===== src/rtl/itlb_pkg.sv =====
package itlb_pkg;

  localparam int ENT_W    = 64;
  localparam int WALK_LVL = 4;

  typedef enum logic [1:0] {
    LV_TOP   = 2'd0,
    LV_PTR   = 2'd1,
    LV_DIR   = 2'd2,
    LV_LEAF  = 2'd3
  } walk_lvl_e;

  typedef struct packed {
    logic rsvd;
    logic xd;
  } lvl_res_t;

  // Bits from top_bit down to the implemented width are unusable address bits.
  function automatic logic [ENT_W-1:0] addr_hole_mask(input logic [7:0] width,
                                                      input int top_bit);
    logic [ENT_W-1:0] m;
    m = '0;
    for (int i = 0; i < ENT_W; i++) begin
      if (i <= top_bit && i >= int'(width)) m[i] = 1'b1;
    end
    return m;
  endfunction

endpackage


===== src/rtl/itlb_lvl_chk.sv =====
module itlb_lvl_chk #(
  parameter int XD_BIT   = 63,
  parameter int ADDR_TOP = 51,
  parameter int BIG_LO   = 13,
  parameter int BIG_HI   = 20,
  parameter int HAS_BIG  = 0
) (
  input  logic [itlb_pkg::ENT_W-1:0] ent,
  input  logic                       nx_en,
  input  logic [7:0]                 pa_bits,
  input  logic                       big,
  input  logic                       used,
  output itlb_pkg::lvl_res_t         res
);
  logic [itlb_pkg::ENT_W-1:0] mask;

  always_comb begin
    mask = itlb_pkg::addr_hole_mask(pa_bits, ADDR_TOP);
    if (!nx_en) mask[XD_BIT] = 1'b1;
    if (HAS_BIG != 0 && big) mask[BIG_HI:BIG_LO] = '1;
  end

  assign res.rsvd = used & (|(ent & mask));
  assign res.xd   = used & nx_en & ent[XD_BIT];
endmodule


===== src/rtl/itlb_rr.sv =====
module itlb_rr #(
  parameter int N = 8
) (
  input  logic                          clk,
  input  logic                          rst,
  input  logic                          clr,
  input  logic                          adv,
  output logic [((N > 1) ? $clog2(N) : 1)-1:0] ptr
);
  localparam int IW = (N > 1) ? $clog2(N) : 1;
  localparam logic [IW-1:0] LAST = IW'(N - 1);

  always_ff @(posedge clk) begin
    if (rst || clr) begin
      ptr <= '0;
    end else if (adv) begin
      ptr <= (ptr == LAST) ? '0 : ptr + 1'b1;
    end
  end
endmodule


===== src/rtl/itlb_cam.sv =====
module itlb_cam #(
  parameter int N      = 8,
  parameter int VA_W   = 48,
  parameter int PA_W   = 52,
  parameter int PG_SH  = 12,
  parameter int LG_SH  = 21,
  parameter int NPROBE = 2
) (
  input  logic                                  clk,
  input  logic                                  rst,
  input  logic                                  flush,
  input  logic                                  wr_en,
  input  logic [((N > 1) ? $clog2(N) : 1)-1:0]  wr_idx,
  input  logic [VA_W-1:PG_SH]                   wr_vpn,
  input  logic                                  wr_big,
  input  logic [PA_W-1:PG_SH]                   wr_pfn,
  input  logic [VA_W-1:0]                       probe_va  [NPROBE],
  output logic                                  probe_hit [NPROBE],
  output logic [PA_W-1:0]                       probe_pa  [NPROBE]
);
  logic [N-1:0]        vld;
  logic [VA_W-1:PG_SH] tag_q [N];
  logic [PA_W-1:PG_SH] pfn_q [N];
  logic                big_q [N];

  always_ff @(posedge clk) begin
    if (rst || flush) begin
      vld <= '0;
    end else if (wr_en) begin
      vld[wr_idx] <= 1'b1;
    end
  end

  // Payload arrays carry no reset so they can map onto plain storage.
  always_ff @(posedge clk) begin
    if (wr_en && !flush) begin
      tag_q[wr_idx] <= wr_vpn;
      pfn_q[wr_idx] <= wr_pfn;
      big_q[wr_idx] <= wr_big;
    end
  end

  for (genvar p = 0; p < NPROBE; p++) begin : g_probe
    always_comb begin
      probe_hit[p] = 1'b0;
      probe_pa[p]  = '0;
      // Descending scan so the lowest matching slot wins.
      for (int e = N - 1; e >= 0; e--) begin
        if (vld[e]) begin
          if (big_q[e]) begin
            if (tag_q[e][VA_W-1:LG_SH] == probe_va[p][VA_W-1:LG_SH]) begin
              probe_hit[p] = 1'b1;
              probe_pa[p]  = {pfn_q[e][PA_W-1:LG_SH], probe_va[p][LG_SH-1:0]};
            end
          end else begin
            if (tag_q[e] == probe_va[p][VA_W-1:PG_SH]) begin
              probe_hit[p] = 1'b1;
              probe_pa[p]  = {pfn_q[e], probe_va[p][PG_SH-1:0]};
            end
          end
        end
      end
    end
  end
endmodule


===== src/rtl/itlb_exec_guard.sv =====
module itlb_exec_guard #(
  parameter int ENTRIES = 8,
  parameter int VA_W    = 48,
  parameter int PA_W    = 52,
  parameter int PG_SH   = 12,
  parameter int LG_SH   = 21
) (
  input  logic            clk,
  input  logic            rst,
  input  logic            flush,
  input  logic [VA_W-1:0] fetch_va,
  output logic            fetch_hit,
  output logic [PA_W-1:0] fetch_pa,
  input  logic            fill_req,
  input  logic [VA_W-1:0] fill_va,
  input  logic [63:0]     walk_l4,
  input  logic [63:0]     walk_l3,
  input  logic [63:0]     walk_l2,
  input  logic [63:0]     walk_l1,
  input  logic            fill_big,
  input  logic            nx_on,
  input  logic [7:0]      pa_bits,
  output logic            fill_ok,
  output logic            flt_rsvd,
  output logic            flt_exec
);
  import itlb_pkg::*;

  localparam int IW       = (ENTRIES > 1) ? $clog2(ENTRIES) : 1;
  localparam int ADDR_TOP = PA_W - 1;
  localparam int BIG_LO   = PG_SH + 1;
  localparam int BIG_HI   = LG_SH - 1;

  logic [ENT_W-1:0] lvl_ent [WALK_LVL];
  lvl_res_t         lvl_res [WALK_LVL];
  logic [WALK_LVL-1:0] lvl_rsvd, lvl_xd;

  assign lvl_ent[LV_TOP]  = walk_l4;
  assign lvl_ent[LV_PTR]  = walk_l3;
  assign lvl_ent[LV_DIR]  = walk_l2;
  assign lvl_ent[LV_LEAF] = walk_l1;

  for (genvar g = 0; g < WALK_LVL; g++) begin : g_lvl
    itlb_lvl_chk #(
      .XD_BIT  (ENT_W - 1),
      .ADDR_TOP(ADDR_TOP),
      .BIG_LO  (BIG_LO),
      .BIG_HI  (BIG_HI),
      .HAS_BIG ((g == int'(LV_DIR)) ? 1 : 0)
    ) u_lvl (
      .ent    (lvl_ent[g]),
      .nx_en  (nx_on),
      .pa_bits(pa_bits),
      .big    (fill_big),
      .used   ((g == int'(LV_LEAF)) ? ~fill_big : 1'b1),
      .res    (lvl_res[g])
    );
    assign lvl_rsvd[g] = lvl_res[g].rsvd;
    assign lvl_xd[g]   = lvl_res[g].xd;
  end

  logic            any_rsvd, any_xd;
  logic            present, take, install;
  logic [IW-1:0]   victim;
  logic [PA_W-1:PG_SH] new_pfn;
  logic [VA_W-1:0] probe_va  [2];
  logic            probe_hit [2];
  logic [PA_W-1:0] probe_pa  [2];
  logic [PA_W-1:0] unused_pa;

  assign any_rsvd = |lvl_rsvd;
  assign any_xd   = |lvl_xd;

  assign probe_va[0] = fetch_va;
  assign probe_va[1] = fill_va;
  assign fetch_hit   = probe_hit[0];
  assign fetch_pa    = probe_pa[0];
  assign present     = probe_hit[1];
  assign unused_pa   = probe_pa[1];

  assign take    = fill_req && !flush && !present;
  assign install = take && !any_rsvd && !any_xd;
  assign new_pfn = fill_big ? {walk_l2[PA_W-1:LG_SH], {(LG_SH-PG_SH){1'b0}}}
                            : walk_l1[PA_W-1:PG_SH];

  itlb_rr #(.N(ENTRIES)) u_rr (
    .clk(clk), .rst(rst), .clr(flush), .adv(install), .ptr(victim)
  );

  itlb_cam #(
    .N(ENTRIES), .VA_W(VA_W), .PA_W(PA_W), .PG_SH(PG_SH), .LG_SH(LG_SH), .NPROBE(2)
  ) u_cam (
    .clk      (clk),
    .rst      (rst),
    .flush    (flush),
    .wr_en    (install),
    .wr_idx   (victim),
    .wr_vpn   (fill_va[VA_W-1:PG_SH]),
    .wr_big   (fill_big),
    .wr_pfn   (new_pfn),
    .probe_va (probe_va),
    .probe_hit(probe_hit),
    .probe_pa (probe_pa)
  );

  always_ff @(posedge clk) begin
    if (rst) begin
      fill_ok  <= 1'b0;
      flt_rsvd <= 1'b0;
      flt_exec <= 1'b0;
    end else begin
      fill_ok  <= install;
      flt_rsvd <= take && any_rsvd;
      flt_exec <= take && !any_rsvd && any_xd;
    end
  end
endmodule


===== config.mk =====
export PLATFORM = sky130hd
export DESIGN_NAME = itlb_exec_guard
export DESIGN_NICKNAME = d
export VERILOG_FILES = /design/src/rtl/itlb_pkg.sv /design/src/rtl/itlb_lvl_chk.sv /design/src/rtl/itlb_rr.sv /design/src/rtl/itlb_cam.sv /design/src/rtl/itlb_exec_guard.sv
export SDC_FILE = /design/constraint.sdc
export NUM_CORES = 1
export LEC_CHECK = 0
export ABC_AREA = 1
export BUFFER_PORTS_ARGS = -buffer_cell sky130_fd_sc_hd__buf_2
export CAP_MARGIN = 5
export CORE_ASPECT_RATIO = 1.1
export CORE_MARGIN = 2
export CORE_UTILIZATION = 40
export CTS_CLUSTER_DIAMETER = 100
export DETAILED_ROUTE_END_ITERATION = 6
export SLEW_MARGIN = 20
export SYNTH_ARGS = -nofsm -noshare
export SYNTH_HDL_FRONTEND = slang
export SYNTH_SLANG_ARGS = --single-unit

===== constraint.sdc =====
create_clock -name clk -period 4.3 [get_ports clk]
set_clock_uncertainty 0.1 [all_clocks]
set_input_delay 0.86 -clock clk [delete_from_list [all_inputs] [get_ports clk]]
set_output_delay 0.86 -clock clk [all_outputs]
set_load 0.02 [all_outputs]

==> impl_results.html <==
<table>
<tr><th>Metric</th><th>Value</th></tr>
<tr><th colspan="2">Run status</th></tr>
<tr><td>Run status</td><td>finished with violations</td></tr>
<tr><td>Violated checks</td><td>setup timing</td></tr>
<tr><th colspan="2">Routing</th></tr>
<tr><td>Via-to-Cell Ratio</td><td>5.647</td></tr>
<tr><td>Routed vias</td><td>33690</td></tr>
<tr><td>Number of nets with antenna violations after routing</td><td>0</td></tr>
<tr><td>Drt wl/cell</td><td>27.96 um</td></tr>
<tr><td>Total Routed Length</td><td>166800 um</td></tr>
<tr><td>DRC viols</td><td>0</td></tr>
<tr><td>Number of DRC markers after the initial detailed-route iteration</td><td>3778</td></tr>
<tr><td>TritonRoute pass-1 iters</td><td>6</td></tr>
<tr><th colspan="2">Timing</th></tr>
<tr><td>Final worst slack</td><td>-265.4 ps</td></tr>
<tr><td>Minimum clock period after layout</td><td>4565 ps</td></tr>
<tr><td>Number of pins exceeding their max-slew limit in the final report</td><td>0</td></tr>
<tr><td>Worst-Margin Slew</td><td>1143 ps</td></tr>
<tr><td>Timing-limited maximum frequency</td><td>219.0 MHz</td></tr>
<tr><td>RSZ-0062 raised after global routing</td><td>yes</td></tr>
<tr><td>Worst slew slack as a fraction of its limit</td><td>0.2351</td></tr>
<tr><td>Final period util</td><td>1.062</td></tr>
<tr><td>Final number of setup-violating endpoints</td><td>53</td></tr>
<tr><td>Final TNS setup</td><td>-9434 ps</td></tr>
<tr><td>Final number of hold-violating endpoints</td><td>0</td></tr>
<tr><th colspan="2">Placement</th></tr>
<tr><td>Estimated wirelength of the detail-placed design</td><td>123200 um</td></tr>
<tr><td>GP Congestion</td><td>1.027</td></tr>
<tr><td>IO Port Bufs</td><td>365</td></tr>
<tr><td>Worst-case setup slack after placement</td><td>-395.6 ps</td></tr>
<tr><th colspan="2">Setup path</th></tr>
<tr><td>Slowest CP cell</td><td>sky130_fd_sc_hd__edfxtp_1</td></tr>
<tr><td>Sequence of cells on the critical path</td><td>xor2_1 &gt; buf_4 &gt; nor2_1 &gt; nand2_1 &gt; nor2_2 &gt; nand4_1 &gt; buf_12 &gt; clkinv_4 &gt; nand3_4 &gt; a21oi_4 &gt; buf_12 &gt; nand2_8 &gt; clkbuf_16 &gt; o21ai_1 &gt; o21ai_4 &gt; buf_4</td></tr>
<tr><td>Reg-to-reg startpoint</td><td>u_cam.tag_q[6][11]$_DFFE_PP_</td></tr>
<tr><td>Number of buffers and inverters on the critical path</td><td>6</td></tr>
<tr><td>Largest stage delay on the critical path</td><td>410 ps</td></tr>
<tr><td>Required time of the critical path</td><td>3340 ps</td></tr>
<tr><td>Cell class contributing the biggest share of worst-path delay</td><td>buffers and inverters</td></tr>
<tr><td>Reg2reg path depth</td><td>16</td></tr>
<tr><td>Slack of the worst reg-to-reg path</td><td>410 ps</td></tr>
<tr><td>Category of the worst setup path capture point</td><td>primary output</td></tr>
<tr><td>Startpoint type of the worst setup path</td><td>register</td></tr>
<tr><td>Reg-to-reg critical path endpoint</td><td>u_cam.tag_q[3][1]$_DFFE_PP_</td></tr>
<tr><td>Endpoint arrival time on the critical path</td><td>3610 ps</td></tr>
<tr><td>Worst Setup SP</td><td>u_cam.tag_q[1][19]$_DFFE_PP_</td></tr>
<tr><td>Largest driver fanout on the critical path</td><td>5</td></tr>
<tr><td>Type of the worst setup path</td><td>register to primary output</td></tr>
<tr><th colspan="2">Layout</th></tr>
<tr><td>Area grow syn2layout</td><td>33.18%</td></tr>
<tr><td>Count of filler cells inserted in the layout</td><td>8135</td></tr>
<tr><td>Layout cells sized above 1</td><td>0.2855</td></tr>
<tr><td>Number of nets in the layout</td><td>5117</td></tr>
<tr><th colspan="2">Floorplanning</th></tr>
<tr><td>Die height</td><td>315.3 um</td></tr>
<tr><td>Starting Density</td><td>0.4023</td></tr>
<tr><td>Die ar.</td><td>0.09048 mm^2</td></tr>
<tr><td>Die Width</td><td>287.0 um</td></tr>
<tr><td>Core Region</td><td>0.08758 mm^2</td></tr>
<tr><td>Standard-cell row count</td><td>114</td></tr>
<tr><td>Top-Level Pins</td><td>422</td></tr>
<tr><th colspan="2">Pwr</th></tr>
<tr><td>Reg power frac</td><td>0.460</td></tr>
<tr><td>Peak ir drop on the vdd network</td><td>0.0002360 V</td></tr>
<tr><td>Share of total power in the clock network</td><td>0.436</td></tr>
<tr><td>Switching Share</td><td>0.2433</td></tr>
<tr><td>Proportion of power drawn by combinational gates</td><td>0.104</td></tr>
<tr><td>Internal portion of total power</td><td>11.11 mW</td></tr>
<tr><td>Leakage power</td><td>19.24 nW</td></tr>
<tr><td>Net switching power of the design</td><td>3.572 mW</td></tr>
<tr><td>PwrDens</td><td>312.9 mW/mm^2</td></tr>
<tr><th colspan="2">Global routing</th></tr>
<tr><td>Gr busiest metal</td><td>met2</td></tr>
<tr><td>Total global routing track utilization</td><td>0.3516</td></tr>
<tr><td>Global routing met1 resource utilization</td><td>0.4261</td></tr>
<tr><td>Final global-route overflow total</td><td>0</td></tr>
<tr><td>Via count of the first global-routing pass</td><td>32040</td></tr>
<tr><td>Largest net degree at the start of global routing</td><td>57</td></tr>
<tr><td>GR met3 Demand/Resource</td><td>0.04602</td></tr>
<tr><td>Number of antenna violations at the first check in global routing</td><td>6</td></tr>
<tr><td>First-pass GRT wire length</td><td>226100 um</td></tr>
<tr><td>Met2 demand-to-capacity share in global routing</td><td>0.5871</td></tr>
<tr><th colspan="2">Worst hold path</th></tr>
<tr><td>Min-Delay Endpoint</td><td>u_cam.tag_q[3][2]$_DFFE_PP_</td></tr>
<tr><td>Worst Min Path Start</td><td>fill_va[14]</td></tr>
<tr><td>Hold Path Stages</td><td>1</td></tr>
<tr><td>Worst hold-check path type</td><td>input port to register</td></tr>
<tr><th colspan="2">Clock network</th></tr>
<tr><td>Bufs on Longest Clock Path</td><td>3</td></tr>
<tr><td>Depth of the CTS H-tree</td><td>3</td></tr>
<tr><td>Total number of clock tree sinks</td><td>630</td></tr>
<tr><td>Clock latency on the worst-skew pair</td><td>640 ps</td></tr>
<tr><td>Clk pin slew, worst setup/hold paths</td><td>60 ps</td></tr>
<tr><td>Cell at the root of the clock tree</td><td>sky130_fd_sc_hd__clkbuf_16</td></tr>
<tr><td>CTS tree</td><td>done</td></tr>
<tr><td>Num CTS Buffers</td><td>70</td></tr>
<tr><th colspan="2">Yosys</th></tr>
<tr><td>Gate count of the mapped netlist</td><td>3930</td></tr>
<tr><td>Net count of the mapped netlist</td><td>4298</td></tr>
<tr><td>Seq cells post-synth</td><td>630</td></tr>
<tr><td>Post-synthesis instance area</td><td>0.03524 mm^2</td></tr>
<tr><td>Leading area contributor after synthesis</td><td>sky130_fd_sc_hd__edfxtp_1</td></tr>
<tr><td>Mean Syn Cell Area</td><td>8.966 um^2</td></tr>
<tr><td>Most area-consuming cells after synthesis</td><td>sky130_fd_sc_hd__edfxtp_1 52%, sky130_fd_sc_hd__nand2_1 12%, sky130_fd_sc_hd__inv_1 3.4%, sky130_fd_sc_hd__nand3_1 3.4%, sky130_fd_sc_hd__xnor2_1 3.4%</td></tr>
<tr><td>Share of async-settable or async-resettable flops after synthesis</td><td>0</td></tr>
<tr><td>Cell variety after synth</td><td>61</td></tr>
<tr><td>Number of synthesized flops with an enable pin</td><td>616</td></tr>
<tr><td>Number of warnings printed during yosys synthesis</td><td>0</td></tr>
<tr><td>Top-area cell type share of the netlist area</td><td>0.5250</td></tr>
<tr><td>Dominant register cell in the synthesized netlist</td><td>sky130_fd_sc_hd__edfxtp_1</td></tr>
<tr><td>Share of the yosys chip area belonging to registers</td><td>0.5329</td></tr>
<tr><th colspan="2">Job</th></tr>
<tr><td>Max cap viols</td><td>0</td></tr>
</table>
[cell usage after synthesis (15+ instances only)]
cell / number
sky130_fd_sc_hd__buf_2: 49
sky130_fd_sc_hd__nand3_2: 15
sky130_fd_sc_hd__nor2_1: 285
sky130_fd_sc_hd__xnor2_1: 135
sky130_fd_sc_hd__xor2_1: 118
sky130_fd_sc_hd__inv_1: 319
sky130_fd_sc_hd__a21oi_1: 106
sky130_fd_sc_hd__o21ai_0: 211
sky130_fd_sc_hd__inv_2: 49
sky130_fd_sc_hd__a221oi_1: 20
sky130_fd_sc_hd__buf_4: 46
sky130_fd_sc_hd__edfxtp_1: 616
sky130_fd_sc_hd__o21ai_1: 45
sky130_fd_sc_hd__a211oi_1: 38
sky130_fd_sc_hd__nand4_1: 93
sky130_fd_sc_hd__nand2_1: 1109
sky130_fd_sc_hd__nor4_1: 40
sky130_fd_sc_hd__o211ai_1: 20
sky130_fd_sc_hd__o211ai_2: 15
sky130_fd_sc_hd__o22ai_1: 116
sky130_fd_sc_hd__nor3_1: 33
sky130_fd_sc_hd__nand3_1: 239
sky130_fd_sc_hd__clkbuf_1: 58
[what timing repair did]
item                                    in CTS  in global routing
hold buffers                                 0                  0
gates resized for setup                    222                286
cloned                                       5                 10
endpoints found under the setup margin      53                 53
setup buffers                               24                 27
pin swaps                                   49                120
[worst max path at each step]
stage,depth (start not counted),endpoint,slack [ps]
2_1_floorplan,17,u_cam.big_q[2]$_DFFE_PP_,260
3_3_place_gp,19,fetch_pa[48],-380
3_5_place_dp,19,fetch_pa[48],-400
4_1_cts,16,fetch_pa[43],-180
5_1_grt,21,fetch_pa[41],-320
6_report,16,fetch_pa[48],-270
[power groups by stage]
stage          Sequential (mW)  Combinational, mW  Clock (mW)
4_1_cts                   6.75               1.48        6.45
6_report                  6.75               1.52        6.41
3_3_place_gp              6.88               1.46           0
3_5_place_dp              6.88               1.45           0
5_1_grt                   6.75               1.58        6.70
2_1_floorplan             6.88              0.551           0
[cells by family (layout without fill, tap and decap cells)]
group	count (synthesis)	count (layout)	share of synthesized area
and+or+nand+nor	1881	1883	0.2298
DFF	630	630	0.5329
AOI/OAI and AO/OA	611	611	0.1052
buffers and inverters	553	1426	0.06846
xor gates and xnor gates	253	253	0.06289
adders and majority gates	2	2	0.0007101
other	0	1	0
[metrics by stage]
step | util | instance area [um^2] | power [mW] | hold slack (ps) | instances
after global routing | 0.5358 | 46930 | 15.03 | 387.4 | 5965
after floorplan | - | 35270 | 7.436 | 343.2 | 3930
after detailed placement | 0.4806 | 42090 | 8.335 | 442.3 | 5775
after CTS | 0.5193 | 45480 | 14.68 | 364.1 | 5931
after global placement | 0.4806 | 42090 | 8.341 | 433.0 | 5775
final | 0.5358 | 46930 | 14.68 | 393.6 | 5966
[cells in the final DEF (no fill, tap or decap), types with 117 or more instances in the layout]
cell,n
sky130_fd_sc_hd__nand2_1,1031
sky130_fd_sc_hd__edfxtp_1,616
sky130_fd_sc_hd__xnor2_1,125
sky130_fd_sc_hd__xor2_1,117
sky130_fd_sc_hd__inv_1,303
sky130_fd_sc_hd__o21ai_0,153
sky130_fd_sc_hd__nand3_1,213
sky130_fd_sc_hd__buf_2,297
sky130_fd_sc_hd__buf_4,456
sky130_fd_sc_hd__nor2_1,255
[routing by layer]
metal,vias up,part of all wire
met3,415,0.079
met2,2028,0.47
met1,16110,0.37
met4,6,0.078
li1,15130,-
met5,-,0.00024
[registers in the layout (all words and copies together), names as in the netlist]
signal and flops:
u_cam.pfn_q 320, u_cam.big_q 8, u_cam.vld 8, flt_rsvd 1
flt_exec 1, u_rr.ptr 3, fill_ok 1, u_cam.tag_q 288
[final cells by class]
class,count,area (um^2),share of cell area
Sequential cell,630,18780,0.4002
Multi-Input combinational cell,2749,15180,0.3235
Timing Repair Buffer,915,7605,0.1621
Clock buffer,90,1911,0.04071
Inverter,383,1500,0.03197
Tap cell,1160,1451,0.03093
Clock inverter,38,495.5,0.01056
Antenna cell,1,2.502,0.00005332
No activity file was read; power rests on OpenSTA's default activity.
